**src/rtl/fbPkg.sv**
```systemverilog
package fbPkg;
  typedef enum logic [1:0] {
    FMT_MONO  = 2'd0,
    FMT_IDX8  = 2'd1,
    FMT_RGB16 = 2'd2
  } pixFmtE;

  localparam logic [1:0] CFG_MONO_BASE  = 2'd0;
  localparam logic [1:0] CFG_COLOR_BASE = 2'd1;
  localparam logic [1:0] CFG_CONTROL    = 2'd2;

  localparam int WORD_W = 128;

  typedef struct packed {
    logic restart;    // frame boundary: reload address, flush buffer
    logic issue;      // a read goes out this cycle
    logic push;       // a returned word enters the buffer
    logic pushColor;  // returned word comes from the color port
  } fetchStrobesT;
endpackage

```
**src/rtl/fbCtrl.sv**
```systemverilog
module fbCtrl
  import fbPkg::*;
#(
  parameter int AW = 24,
  parameter int DEPTH = 4,
  parameter int CNT_W = 3,
  parameter logic [AW-1:0] MONO_BASE_DEFAULT = 24'h0E_7F00
) (
  input  logic          clk,
  input  logic          rstN,
  input  logic          cfgWrEn,
  input  logic [1:0]    cfgAddr,
  input  logic [AW-1:0] cfgWrData,
  input  logic          frameStart,
  input  logic          colorRdValid,
  input  logic [CNT_W-1:0] fifoCount,
  output fetchStrobesT  strobes,
  output pixFmtE        activeFmt,
  output logic [AW-1:0] loadBase
);
  localparam int PEND_W = $clog2(DEPTH) + 3;
  localparam int SUM_W  = PEND_W + 1;

  logic [AW-1:0] shMonoBase, shColorBase;
  logic [1:0]    shCtrl;
  pixFmtE        shFmt;
  logic          monoInFlight;
  logic [PEND_W-1:0] colorPending, dropCnt;
  logic [SUM_W-1:0]  inUse;
  logic issue, issueColor, dropHit;

  always_comb begin
    if (!shCtrl[0])     shFmt = FMT_MONO;
    else if (shCtrl[1]) shFmt = FMT_RGB16;
    else                shFmt = FMT_IDX8;
  end

  assign loadBase = (shFmt == FMT_MONO) ? shMonoBase : shColorBase;

  // shadow registers written by software
  always_ff @(posedge clk) begin
    if (!rstN) begin
      shMonoBase  <= {MONO_BASE_DEFAULT[AW-1:2], 2'b00};
      shColorBase <= '0;
      shCtrl      <= 2'b00;
    end else if (cfgWrEn) begin
      case (cfgAddr)
        CFG_MONO_BASE:  shMonoBase  <= {cfgWrData[AW-1:2], 2'b00};
        CFG_COLOR_BASE: shColorBase <= {cfgWrData[AW-1:4], 4'b0000};
        CFG_CONTROL:    shCtrl      <= cfgWrData[1:0];
        default: ;
      endcase
    end
  end

  // active copy switches only at a frame boundary
  always_ff @(posedge clk) begin
    if (!rstN)           activeFmt <= FMT_MONO;
    else if (frameStart) activeFmt <= shFmt;
  end

  assign inUse = SUM_W'(fifoCount) + SUM_W'(monoInFlight)
               + SUM_W'(colorPending) - SUM_W'(dropCnt);
  assign issue      = !frameStart && (inUse < SUM_W'(DEPTH));
  assign issueColor = issue && (activeFmt != FMT_MONO);
  assign dropHit    = colorRdValid && (dropCnt != '0);

  always_ff @(posedge clk) begin
    if (!rstN) begin
      monoInFlight <= 1'b0;
      colorPending <= '0;
      dropCnt      <= '0;
    end else begin
      monoInFlight <= issue && (activeFmt == FMT_MONO);
      colorPending <= colorPending + PEND_W'(issueColor) - PEND_W'(colorRdValid);
      if (frameStart) dropCnt <= colorPending - PEND_W'(colorRdValid);
      else            dropCnt <= dropCnt - PEND_W'(dropHit);
    end
  end

  always_comb begin
    strobes.restart   = frameStart;
    strobes.issue     = issue;
    strobes.push      = !frameStart && (monoInFlight || (colorRdValid && !dropHit));
    strobes.pushColor = !monoInFlight;
  end
endmodule

```
**src/rtl/fbDatapath.sv**
```systemverilog
module fbDatapath
  import fbPkg::*;
#(
  parameter int AW = 24,
  parameter int DEPTH = 4,
  parameter int CNT_W = 3,
  parameter logic [AW-1:0] MONO_BASE_DEFAULT = 24'h0E_7F00
) (
  input  logic          clk,
  input  logic          rstN,
  input  fetchStrobesT  strobes,
  input  pixFmtE        activeFmt,
  input  logic [AW-1:0] loadBase,
  input  logic [31:0]   monoRdData,
  input  logic [WORD_W-1:0] colorRdData,
  input  logic          activeVideo,
  output logic [AW-1:0] fetchAddr,
  output logic [CNT_W-1:0] fifoCount,
  output logic          pixValid,
  output logic [15:0]   pixData
);
  localparam int PTR_W = (DEPTH > 1) ? $clog2(DEPTH) : 1;

  logic [WORD_W-1:0] mem [DEPTH];
  logic [PTR_W-1:0]  wrPtr, rdPtr;
  logic [WORD_W-1:0] pushWord, curWord, src, shifted;
  logic [4:0]        pixLeft, perWordM1;
  logic [15:0]       pixNext;
  logic              pop, have;

  assign pushWord = strobes.pushColor ? colorRdData : {{(WORD_W-32){1'b0}}, monoRdData};

  // linear fetch address
  always_ff @(posedge clk) begin
    if (!rstN)                fetchAddr <= {MONO_BASE_DEFAULT[AW-1:2], 2'b00};
    else if (strobes.restart) fetchAddr <= loadBase;
    else if (strobes.issue)   fetchAddr <= fetchAddr + ((activeFmt == FMT_MONO) ? AW'(4) : AW'(16));
  end

  // word buffer
  always_ff @(posedge clk) begin
    if (strobes.push) mem[wrPtr] <= pushWord;
  end

  always_ff @(posedge clk) begin
    if (!rstN || strobes.restart) begin
      wrPtr     <= '0;
      rdPtr     <= '0;
      fifoCount <= '0;
    end else begin
      if (strobes.push) wrPtr <= (wrPtr == PTR_W'(DEPTH-1)) ? '0 : wrPtr + 1'b1;
      if (pop)          rdPtr <= (rdPtr == PTR_W'(DEPTH-1)) ? '0 : rdPtr + 1'b1;
      fifoCount <= fifoCount + CNT_W'(strobes.push) - CNT_W'(pop);
    end
  end

  // unpacker
  assign pop  = activeVideo && (pixLeft == '0) && (fifoCount != '0);
  assign have = activeVideo && ((pixLeft != '0) || (fifoCount != '0));
  assign src  = pop ? mem[rdPtr] : curWord;

  always_comb begin
    case (activeFmt)
      FMT_IDX8: begin
        pixNext   = {8'h00, src[7:0]};
        shifted   = src >> 8;
        perWordM1 = 5'd15;
      end
      FMT_RGB16: begin
        pixNext   = src[15:0];
        shifted   = src >> 16;
        perWordM1 = 5'd7;
      end
      default: begin
        pixNext   = {15'h0000, src[0]};
        shifted   = src >> 1;
        perWordM1 = 5'd31;
      end
    endcase
  end

  always_ff @(posedge clk) begin
    if (!rstN) begin
      pixLeft  <= '0;
      curWord  <= '0;
      pixValid <= 1'b0;
      pixData  <= '0;
    end else begin
      pixValid <= activeVideo;
      pixData  <= have ? pixNext : 16'h0000;
      if (have) begin
        curWord <= shifted;
        pixLeft <= pop ? perWordM1 : pixLeft - 1'b1;
      end
      if (strobes.restart) pixLeft <= '0;
    end
  end
endmodule

```
**src/rtl/fbScanout.sv**
```systemverilog
module fbScanout
  import fbPkg::*;
#(
  parameter int AW = 24,
  parameter int DEPTH = 4,
  parameter logic [AW-1:0] MONO_BASE_DEFAULT = 24'h0E_7F00
) (
  input  logic          clk,
  input  logic          rstN,
  input  logic          cfgWrEn,
  input  logic [1:0]    cfgAddr,
  input  logic [AW-1:0] cfgWrData,
  input  logic          frameStart,
  input  logic          activeVideo,
  output logic          monoRdEn,
  output logic [AW-1:0] monoRdAddr,
  input  logic [31:0]   monoRdData,
  output logic          colorRdReq,
  output logic [AW-1:0] colorRdAddr,
  input  logic          colorRdValid,
  input  logic [127:0]  colorRdData,
  output logic          pixValid,
  output logic [15:0]   pixData
);
  localparam int CNT_W = $clog2(DEPTH + 1);

  fetchStrobesT     strobes;
  pixFmtE           activeFmt;
  logic [AW-1:0]    loadBase, fetchAddr;
  logic [CNT_W-1:0] fifoCount;

  fbCtrl #(.AW(AW), .DEPTH(DEPTH), .CNT_W(CNT_W), .MONO_BASE_DEFAULT(MONO_BASE_DEFAULT)) u_ctrl (
    .clk(clk), .rstN(rstN), .cfgWrEn(cfgWrEn), .cfgAddr(cfgAddr), .cfgWrData(cfgWrData),
    .frameStart(frameStart), .colorRdValid(colorRdValid), .fifoCount(fifoCount),
    .strobes(strobes), .activeFmt(activeFmt), .loadBase(loadBase)
  );

  fbDatapath #(.AW(AW), .DEPTH(DEPTH), .CNT_W(CNT_W), .MONO_BASE_DEFAULT(MONO_BASE_DEFAULT)) u_dp (
    .clk(clk), .rstN(rstN), .strobes(strobes), .activeFmt(activeFmt), .loadBase(loadBase),
    .monoRdData(monoRdData), .colorRdData(colorRdData), .activeVideo(activeVideo),
    .fetchAddr(fetchAddr), .fifoCount(fifoCount), .pixValid(pixValid), .pixData(pixData)
  );

  assign monoRdEn    = strobes.issue && (activeFmt == FMT_MONO);
  assign colorRdReq  = strobes.issue && (activeFmt != FMT_MONO);
  assign monoRdAddr  = fetchAddr;
  assign colorRdAddr = fetchAddr;
endmodule

```
**config.mk**
```make
export PLATFORM = sky130hd
export DESIGN_NAME = fbScanout
export DESIGN_NICKNAME = d
export VERILOG_FILES = /design/src/rtl/fbPkg.sv /design/src/rtl/fbCtrl.sv /design/src/rtl/fbDatapath.sv /design/src/rtl/fbScanout.sv
export SDC_FILE = /design/constraint.sdc
export NUM_CORES = 1
export LEC_CHECK = 0
export ABC_AREA = 0
export BUFFER_PORTS_ARGS = -buffer_cell sky130_fd_sc_hd__buf_2
export CAP_MARGIN = 20
export CORE_UTILIZATION = 45
export CTS_CLUSTER_DIAMETER = 60
export DETAILED_ROUTE_END_ITERATION = 7
export PLACE_DENSITY = 0.62
export SLEW_MARGIN = 10
export SYNTH_ARGS = -nofsm -noshare
export SYNTH_HDL_FRONTEND = slang
export SYNTH_SLANG_ARGS = --single-unit
```
**constraint.sdc**
```tcl
create_clock -name clk -period 5.08 [get_ports clk]
set_input_delay 0.762 -clock clk [delete_from_list [all_inputs] [get_ports clk]]
set_output_delay 0.762 -clock clk [all_outputs]
set_load 0.01 [all_outputs]
```
# Yosys cells after proc, flatten, opt, wreduce, memory -nomap -nowiden
# Memories as Yosys holds them, arrays and structs flattened. A register that Yosys moved wholly into a read port is not among the register bits.
# Cells that the tools add are included.
dict set report totals {
  ramBits 512
  regBits 238
  output_inout_bits 67
  word_cells 85
  memories 1
  inputBits 192
}
dict set report op_classes {
  n_eq_ne 6
  bitwise_logic 1
  reduce_logical 29
  muxes 19
  add_sub_neg 13
  order_cmp 1
}
# name depth word_bits read_ports rd_ports_with_merged_regs write_ports line
set memory_table {}
lappend memory_table {u_dp.mem 4 128 1 1 1 fbDatapath.sv:24} ;# logic [WORD_W-1:0] mem [DEPTH];
# cell count
set ops {}
lappend ops {{128-bit two-way mux} 2}
lappend ops {{127-bit case mux with 2 select lines} 1}
lappend ops {{24-bit two-way mux} 3}
lappend ops {{16-bit case mux with 2 select lines} 1}
lappend ops {{24-bit adder} 1}
lappend ops {{5-bit two-way mux} 3}
lappend ops {{5-bit by 1-bit subtractor with 5-bit output} 3}
lappend ops {{2-bit two-way mux} 6}
lappend ops {{5-bit case mux with 2 select lines} 1}
lappend ops {{5-bit nonzero test} 2}
lappend ops {{1-bit logical AND} 9}
lappend ops {{2-bit equality test, second input constant} 4}
lappend ops {{2-bit AND reduction} 4}
lappend ops {{6-bit by 5-bit adder with 6-bit output} 1}
lappend ops {{2-bit logical NOT} 3}
lappend ops {{6-bit by 3-bit < comparator with 1-bit output, second input constant} 1}
lappend ops {{6-bit by 5-bit subtractor with 6-bit output} 1}
lappend ops {{5-bit by 1-bit adder with 5-bit output} 1}
lappend ops {{5-bit logical NOT} 1}
lappend ops {{5-bit by 1-bit subtractor with 5-bit output, second input constant} 1}
lappend ops {{2-bit by 1-bit adder with 2-bit output, second input constant} 2}
lappend ops {{3-bit by 1-bit adder with 4-bit output} 1}
lappend ops {{2-bit by 1-bit equality test with 1-bit output, second input constant} 2}
lappend ops {{2-bit nonzero test} 2}
lappend ops {{other kinds (8)} 13}

# Depth between registers and ports, before layout
# Gate-level depths: netlist of the first run.
dict set report logic_depth {
  word_depth 8
  ltp_mapped 16
  ltp_nobuf 15
}

# Hierarchy
# Synthesis of the first run repeated with hierarchy kept, for this count alone.
dict set report unflattened {
  cells_unflattened 2585
  hier_area_um2 33658.5
}
# module seq_area_each_um2 instances area_each_um2 cells_each
set modules_own_cells {}
lappend modules_own_cells {fbDatapath 19018.2 1 30511.8 2217}
lappend modules_own_cells {fbCtrl 1141.1 1 2946.6 342}
lappend modules_own_cells {fbScanout 0.0 1 200.2 26}

# Least setup slack after synthesis of the first run
# OpenSTA, ideal clock, no wires.
dict set report synth_timing {
  kind {in2reg}
  startpoint {input frameStart}
  endpoint {memory u_dp.mem[0][0], enable pin}
  setup_ps 502
  slack_ps 241
  arrival_time_ps 4336
  n_path_buf 2
  required_ps 4578
  cell_stages 4
  cell_sequence {clkbuf_1 clkbuf_1 nor2_1 and2_1}
}
# element line
set synth_lines {}
lappend synth_lines {{from (decl)} fbScanout.sv:13} ;# input logic frameStart,
lappend synth_lines {{to (decl)} fbDatapath.sv:24}

# Final worst setup path of the first run
dict set report layout_timing {
  startpoint {register u_ctrl.monoInFlight}
  endpoint {output monoRdEn}
}
dict set report layout_between {
  elab_chain_cells 6
}
# element line
set layout_rtl {}
lappend layout_rtl {{from (decl)} fbCtrl.sv:27} ;# logic monoInFlight;
lappend layout_rtl {{from (signal assigned)} fbCtrl.sv:74} ;# monoInFlight <= issue && (activeFmt == FMT_MONO);
lappend layout_rtl {{3-bit by 1-bit adder with 4-bit output} fbCtrl.sv:62} ;# assign inUse = SUM_W'(fifoCount) + SUM_W'(monoInFlight)
lappend layout_rtl {{6-bit by 5-bit adder with 6-bit output} fbCtrl.sv:63} ;# + SUM_W'(colorPending) - SUM_W'(dropCnt);
lappend layout_rtl {{6-bit by 5-bit subtractor with 6-bit output} fbCtrl.sv:63}
lappend layout_rtl {{6-bit by 3-bit < comparator with 1-bit output} fbCtrl.sv:64} ;# assign issue = !frameStart && (inUse < SUM_W'(DEPTH));
lappend layout_rtl {{1-bit logical AND} fbCtrl.sv:64}
lappend layout_rtl {{1-bit logical AND} fbScanout.sv:44} ;# assign monoRdEn = strobes.issue && (activeFmt == FMT_MONO);
lappend layout_rtl {{to (decl)} fbScanout.sv:15} ;# output logic monoRdEn,
# Every way passes these cells.

==> summary.txt, run 1 <==
Pwr
  – Maximum vdd drop: 0.229 mV
  – Sw power: 3.97 mW
  – Leak Pwr: 13.3 nW
  – Sw frac: 0.262
  – Pwr Density: 402 nW/um2
  – Reg power frac: 0.463
  – Comb pwr share: 0.142
  – Final Power: 15.2 mW
  – Internal Power: 11.2 mW
  – Clock power frac: 0.395

Logic synthesis
  – EDFF count, synth: 512
  – Synth area leaders: edfxtp_1 47%, dfxtp_1 14%, mux4_2 8.8%, nand2_1 2.8%, mux2i_1 2.7%
  – Distinct cell type count after synthesis: 76
  – Sequential cell area fraction in the yosys report: 0.613
  – Yosys top cell by area: edfxtp_1
  – #FFs+latches synth: 749
  – Yosys top cell area share: 0.469
  – Synthesized area: 32800 um2
  – Count leader, synth: edfxtp_1
  – Post-Synthesis Cells: 2457
  – FFs w/ async S/R, synth: 0
  – Total number of yosys warnings: 0
  – Commonest cells in the netlist: 512 x edfxtp_1, 249 x nand2_1, 237 x dfxtp_1, 170 x a21oi_1, 128 x mux4_2
  – Avg Synthesized Cell Area: 13.4 um2
  – Predominant post-synthesis flop cell: edfxtp_1

CTS
  – Clock Path Buffers: 3
  – Root buffer cell: clkbuf_16
  – CTS tree: done
  – Clock buffer count from CTS: 81
  – Clk slew on worst S/H paths: 60 ps
  – Post-CTS setup buffers: 0
  – Sink Count: 749
  – H-Tree Depth: 3
  – Post-CTS Hold Buffers: 0
  – Resized cells post-CTS: 0
  – Clk Latency, worst-skew pair: 640 ps

Drt
  – Vias per inst: 6.00
  – Top routing layer used: met4
  – WL/cell: 24.1 um
  – Number of remaining DRC errors: 0
  – DR pass1 iterations: 8
  – Met3 routed WL: 5850 um
  – Wire length on met2: 42900 um
  – WL met1: 36200 um
  – Drt initial violations: 2310
  – Post-route ant nets: 0
  – Wirelength, routed: 88200 um
  – Via count: 22000

STA
  – Final Cycle Share: 0.901
  – RSZ-0062 raised after global routing: no
  – Min cycle time layout: 4580 ps
  – Slew @ Worst Pin: 1100 ps
  – Max Slew Vio Count: 0
  – Final setup fails: 0
  – Slew HR: 0.268
  – Setup Skew: 21.6 ps
  – Final Hold Vio Count: 0
  – Post-route setup TNS: 0 ps
  – Fmax achieved: 219 MHz

Setup path
  – CP bufs+invs: 2
  – Critical path class: register to output port
  – Worst setup SP type: register
  – Worst EP arrival: 3810 ps
  – Crit. End Element: output port
  – CP max FO: 25
  – CP max stage delay: 560 ps
  – Worst path slowest cell: dfxtp_4
  – Worst path most repeated cell: ha_1
  – CP Data Required Time: 4320 ps
  – Cell family with most CP delay: adder cells
  – Crit-path cells: ha_1 > ha_1 > xor2_1 > fa_1 > ha_1 > o41a_1 > a211oi_2 > buf_4 > nand2_1 > nor2_1 > buf_2

Cells and area
  – Layout cell share with drive strength beyond 1: 0.230
  – Final core utilization: 0.525
  – Syn-to-layout area delta: 14.9%
  – Post-route cell area: 37700 um2
  – # nets final: 2875

Place
  – RD Place Congestion: 0.883
  – DPL Wire Length: 57000 um
  – Input/output buffers: 254
  – Post-place instance area: 35000 um2

Global routing
  – Vias in the first global route: 21700
  – Tot GR Track Use: 0.235
  – Largest net degree at the start of global routing: 87
  – Gr ovfl total: 0
  – First-pass GRT wire length: 133000 um
  – Antenna violations before repair: 1

Flow run
  – Max-cap check violation count: 0

Floorplanning
  – Die width: 272 um
  – Die area: 74000 um2
  – Starting density of the core: 0.457
  – I/O pins: 259
  – Die Span Y: 272 um
  – Total core area: 71900 um2
  – # rows: 98

Min path
  – Tightest Hold Check Type: input port to register

Status
  – Outcome: finished, final reports clean
## worst min-delay path: stages
cell and delay [ps]:
buf_2 70, mux2i_1 50, nor2_1 70
## power groups by stage
stage / logic, mW / registers (mW) / clock network [mW]
finish: 2.15 / 7.02 / 5.98
global route: 2.30 / 7.04 / 6.33
CTS: 2.13 / 7.02 / 6.09
detailed placement: 2.13 / 7.15 / 0
global placement: 2.09 / 7.13 / 0
floorplan: 1.43 / 7.10 / 0
## stage by stage
step / cells / hold slack [ps] / setup WS [ps]
global route: 3662 / 362 / 312
floorplan: 2460 / 429 / 241
global placement: 3509 / 440 / 885
detailed placement: 3511 / 446 / 828
finish: 3662 / 364 / 505
CTS: 3661 / 337 / 422
## cells by family after synthesis
| kind of cell | count (synthesis) | share of synthesized area |
|---|---|---|
| xor+xnor | 13 | 0.00347 |
| fa+ha+maj | 39 | 0.0160 |
| flops | 749 | 0.613 |
| other cells | 1 | 0.000114 |
| simple gates | 627 | 0.0926 |
| mux | 269 | 0.133 |
| buf+inv | 230 | 0.0317 |
| compound gates | 529 | 0.110 |
## layer usage
layer	vias up	GRT usage
li1	9809	-
met1	11000	0.313
met2	916	0.382
met3	183	0.0430
met4	0	0.0961
met5	-	0
## registers in the layout, summed over array words and instances, names as in the netlist, named ones only
signal               cells
u_dp.fifoCount           3
u_dp.pixLeft             5
u_dp.mem               512
u_dp.rdPtr               2
u_dp.pixData            16
u_ctrl.shCtrl            2
u_dp.fetchAddr          22
u_dp.curWord           127
u_ctrl.dropCnt           5
u_dp.wrPtr               2
u_ctrl.shMonoBase       22
u_ctrl.shColorBase      20
u_ctrl.colorPending      5
u_ctrl.activeFmt         2
u_dp.pixValid            1
u_ctrl.monoInFlight      1
## layout make-up
class	count	area [um2]
Tap cell	950	1190
Clock inverter	45	514
Inverter	29	111
Sequential cell	749	20100
Timing Repair Buffer	302	1830
Multi-Input combinational cell	1481	11700
Antenna cell	1	2.50
Clock buffer	105	2200
Fill cell	6124	34200
## placed cells by master (no fill, tap or decap), types with 8 or more instances in the layout
| cell type | n |
|---|---|
| edfxtp_1 | 512 |
| buf_2 | 254 |
| nand2_1 | 248 |
| dfxtp_1 | 234 |
| a21oi_1 | 170 |
| mux4_2 | 128 |
| nor2_1 | 105 |
| nor2b_1 | 105 |
| mux2i_1 | 89 |
| clkbuf_16 | 84 |
| o22ai_1 | 72 |
| a211o_1 | 64 |
| a22oi_1 | 54 |
| mux2_2 | 52 |
| and3_1 | 52 |
| nand3_1 | 43 |
| ha_1 | 34 |
| buf_4 | 32 |
| inv_1 | 27 |
| o21ai_0 | 25 |
| a211oi_1 | 24 |
| clkbuf_1 | 19 |
| clkinv_1 | 17 |
| o211ai_1 | 16 |
| buf_12 | 15 |
| a2bb2oi_1 | 14 |
| nand2b_1 | 11 |
| a221oi_1 | 10 |
| bufinv_16 | 10 |
| a222oi_1 | 9 |
| nor3_1 | 8 |
| or3_1 | 8 |
## path summary, 6_finish.rpt
path,startpoint,to,slack (ps),depth (start not counted)
min,cfgWrData[0],u_ctrl.shCtrl[0]$_SDFFE_PN0P_,360,3
min reg2reg,u_ctrl.shColorBase[7]$_SDFFE_PN0P_,u_ctrl.shColorBase[7]$_SDFFE_PN0P_,450,2
max reg2reg,u_ctrl.monoInFlight$_SDFF_PN0_,u_ctrl.colorPending[4]$_SDFF_PN0_,870,15
max,u_ctrl.monoInFlight$_SDFF_PN0_,monoRdEn,500,11
Note: power is estimated with default switching activity, not from simulation.
==> run 2: changes to the inputs <==
--- a/config.mk
+++ b/config.mk
@@ -11,6 +11,7 @@
 export CORE_UTILIZATION = 45
 export CTS_CLUSTER_DIAMETER = 60
 export DETAILED_ROUTE_END_ITERATION = 7
+export GPL_TIMING_DRIVEN = 0
 export PLACE_DENSITY = 0.62
 export SLEW_MARGIN = 10
 export SYNTH_ARGS = -nofsm -noshare
==> run 2 against run 1 <==
Worst hold slack improved by 1.3 ps; register-to-register slack lost 610 ps; global-route usage rose by 7.4 points; maximum frequency decreased by 5.6%; combinational power grew 20%; cell area rose by 1.7%; routed wire length rose by 30%; via count grew 6.7%; die area unchanged; sequential power about the same.
==> summary.txt, run 2 (same netlist as run 1, synthesis figures left out) <==
Setup path
  – Critical path class: register to output port
  – Crit-path cells: ha_1 > ha_1 > xor2_1 > fa_1 > ha_1 > o41a_1 > a211oi_4 > buf_4 > clkbuf_2 > nand2_1 > nor2_1 > buf_2
  – Worst path slowest cell: o41a_1
  – Worst EP arrival: 4080 ps
  – CP max stage delay: 470 ps
  – Worst path most repeated cell: ha_1
  – Crit. End Element: output port
  – CP Data Required Time: 4320 ps
  – Worst setup SP type: register
  – CP max FO: 10

Place
  – DPL Wire Length: 82400 um
  – RD Place Congestion: 0.995
  – Post-place instance area: 35500 um2
  – Input/output buffers: 253
  – Post-placement cell count: 3674

Cells and area
  – Post-route cell area: 38300 um2
  – Register ranked first by flip-flop count: u_dp.mem
  – Multi-input logic area: 11700 um2
  – Non-Filler Instances: 3830
  – N_diodes: 0
  – # nets final: 3043
  – Syn-to-layout area delta: 16.9%
  – Commonest non-fill, non-tap cell in the layout: edfxtp_1
  – Commonest non-fill, non-tap cells in the layout: 512 x edfxtp_1, 297 x buf_2, 249 x nand2_1
  – Max FFs per register: 512
  – Largest regs: u_dp.mem x512, u_dp.curWord x127
  – Reg area: 20100 um2
  – Layout cell share with drive strength beyond 1: 0.231
  – Filler instances: 6146

Global routing
  – Tot GR Track Use: 0.310
  – Largest net degree at the start of global routing: 51
  – Gr ovfl total: 0
  – First-pass GRT wire length: 165000 um
  – Vias in the first global route: 23400
  – Antenna violations before repair: 1

CTS
  – Clk Latency, worst-skew pair: 630 ps
  – Clock buffer count from CTS: 84
  – Root buffer cell: clkbuf_16
  – Clock Path Buffers: 3
  – Clk slew on worst S/H paths: 60 ps
  – CTS tree: done
  – Sink Count: 749
  – H-Tree Depth: 3

Pwr
  – Maximum vdd drop: 0.267 mV
  – Internal Power: 11.3 mW
  – Sw power: 4.43 mW
  – Reg power frac: 0.447
  – Pwr Density: 409 nW/um2
  – Leak Pwr: 13.7 nW
  – Sw frac: 0.282
  – Final Power: 15.7 mW
  – Comb pwr share: 0.165
  – Clock power frac: 0.388

Drt
  – DR pass1 iterations: 6
  – WL/cell: 30.0 um
  – Post-route ant nets: 0
  – Vias per inst: 6.12
  – Drt initial violations: 2563
  – Wirelength, routed: 115000 um
  – Number of remaining DRC errors: 0
  – Via count: 23400

STA
  – Post-route setup TNS: 0 ps
  – Max Slew Vio Count: 0
  – Setup Skew: 18.8 ps
  – RSZ-0062 raised after global routing: no
  – Final Hold Vio Count: 0
  – Slew @ Worst Pin: 1310 ps
  – Final Cycle Share: 0.954
  – Final hold slack: 365 ps
  – Final setup fails: 0
  – Fmax achieved: 206 MHz
  – Slew HR: 0.129
  – Min cycle time layout: 4850 ps

Flow run
  – Max-cap check violation count: 0

Floorplanning
  – Starting density of the core: 0.457
  – I/O pins: 259
  – Die Span Y: 272 um
  – Total core area: 71900 um2
  – Die area: 74000 um2
  – # rows: 98
  – Die width: 272 um

Min path
  – Tightest Hold Check Type: input port to register

Status
  – Outcome: finished, final reports clean
run 2: critical path, delay by kind of cell, from the launching register on:
| family | cells | cell delay (ps) |
|---|---|---|
| fa+ha+maj | 4 | 1170 |
| xor+xnor | 1 | 210 |
| compound gates | 2 | 680 |
| simple gates | 2 | 280 |
| buf+inv | 3 | 660 |
| flops | 1 | 460 |
run 2: power by group through the flow:
| stage | Clock (mW) | Combinational [mW] | Sequential, mW |
|---|---|---|---|
| finish | 6.09 | 2.59 | 7.02 |
| global route | 6.41 | 2.71 | 7.03 |
| CTS | 6.16 | 2.51 | 7.01 |
| detailed placement | 0 | 2.49 | 7.14 |
| global placement | 0 | 2.43 | 7.16 |
| floorplan | 0 | 1.43 | 7.10 |
run 2: what timing repair did:
action / CTS / global route
hold buffers: 0 / 0
buffers inserted: 0 / 3
resized for setup: 2 / 0
endpoints found under the setup margin: 1 / 2
pin swaps: 0 / 1
run 2: per-layer routing:
| metal | global-route usage | wire length, um | vias to the layer above |
|---|---|---|---|
| met3 | 0.0590 | 8990 | 268 |
| met2 | 0.493 | 53800 | 1176 |
| met4 | 0.147 | 5530 | 0 |
| met5 | 0 | 0 | - |
| met1 | 0.409 | 46700 | 11800 |
| li1 | - | - | 10100 |
run 2: area by class of cell:
class                      count  area share
sequential                   749       0.525
multi-input combinational   1481       0.305
clock buffer                 109      0.0611
timing repair buffer         267      0.0403
tap                          950      0.0310
buffer                       200      0.0243
clock inverter                45      0.0112
inverter                      29     0.00284
run 2: path summary, 6_finish.rpt:
path                                        from                                 to  slack [ps]  depth (start not counted)
hold / removal                      cfgWrData[1]      u_ctrl.shCtrl[1]$_SDFFE_PN0P_         370                          3
setup / recovery  u_ctrl.monoInFlight$_SDFF_PN0_                           monoRdEn         230                         12
setup reg to reg  u_ctrl.monoInFlight$_SDFF_PN0_  u_ctrl.colorPending[4]$_SDFF_PN0_         260                         15
hold reg to reg   u_dp.curWord[122]$_SDFFE_PN0P_     u_dp.curWord[122]$_SDFFE_PN0P_         460                          2
run 2: per-stage QoR:
stage                     utilization  setup slack (ps)
after floorplan                     -               241
after global placement          0.491             -2960
after detailed placement        0.495               151
after CTS                       0.533             -2.69
after global routing            0.534              1.35
final                           0.534               233
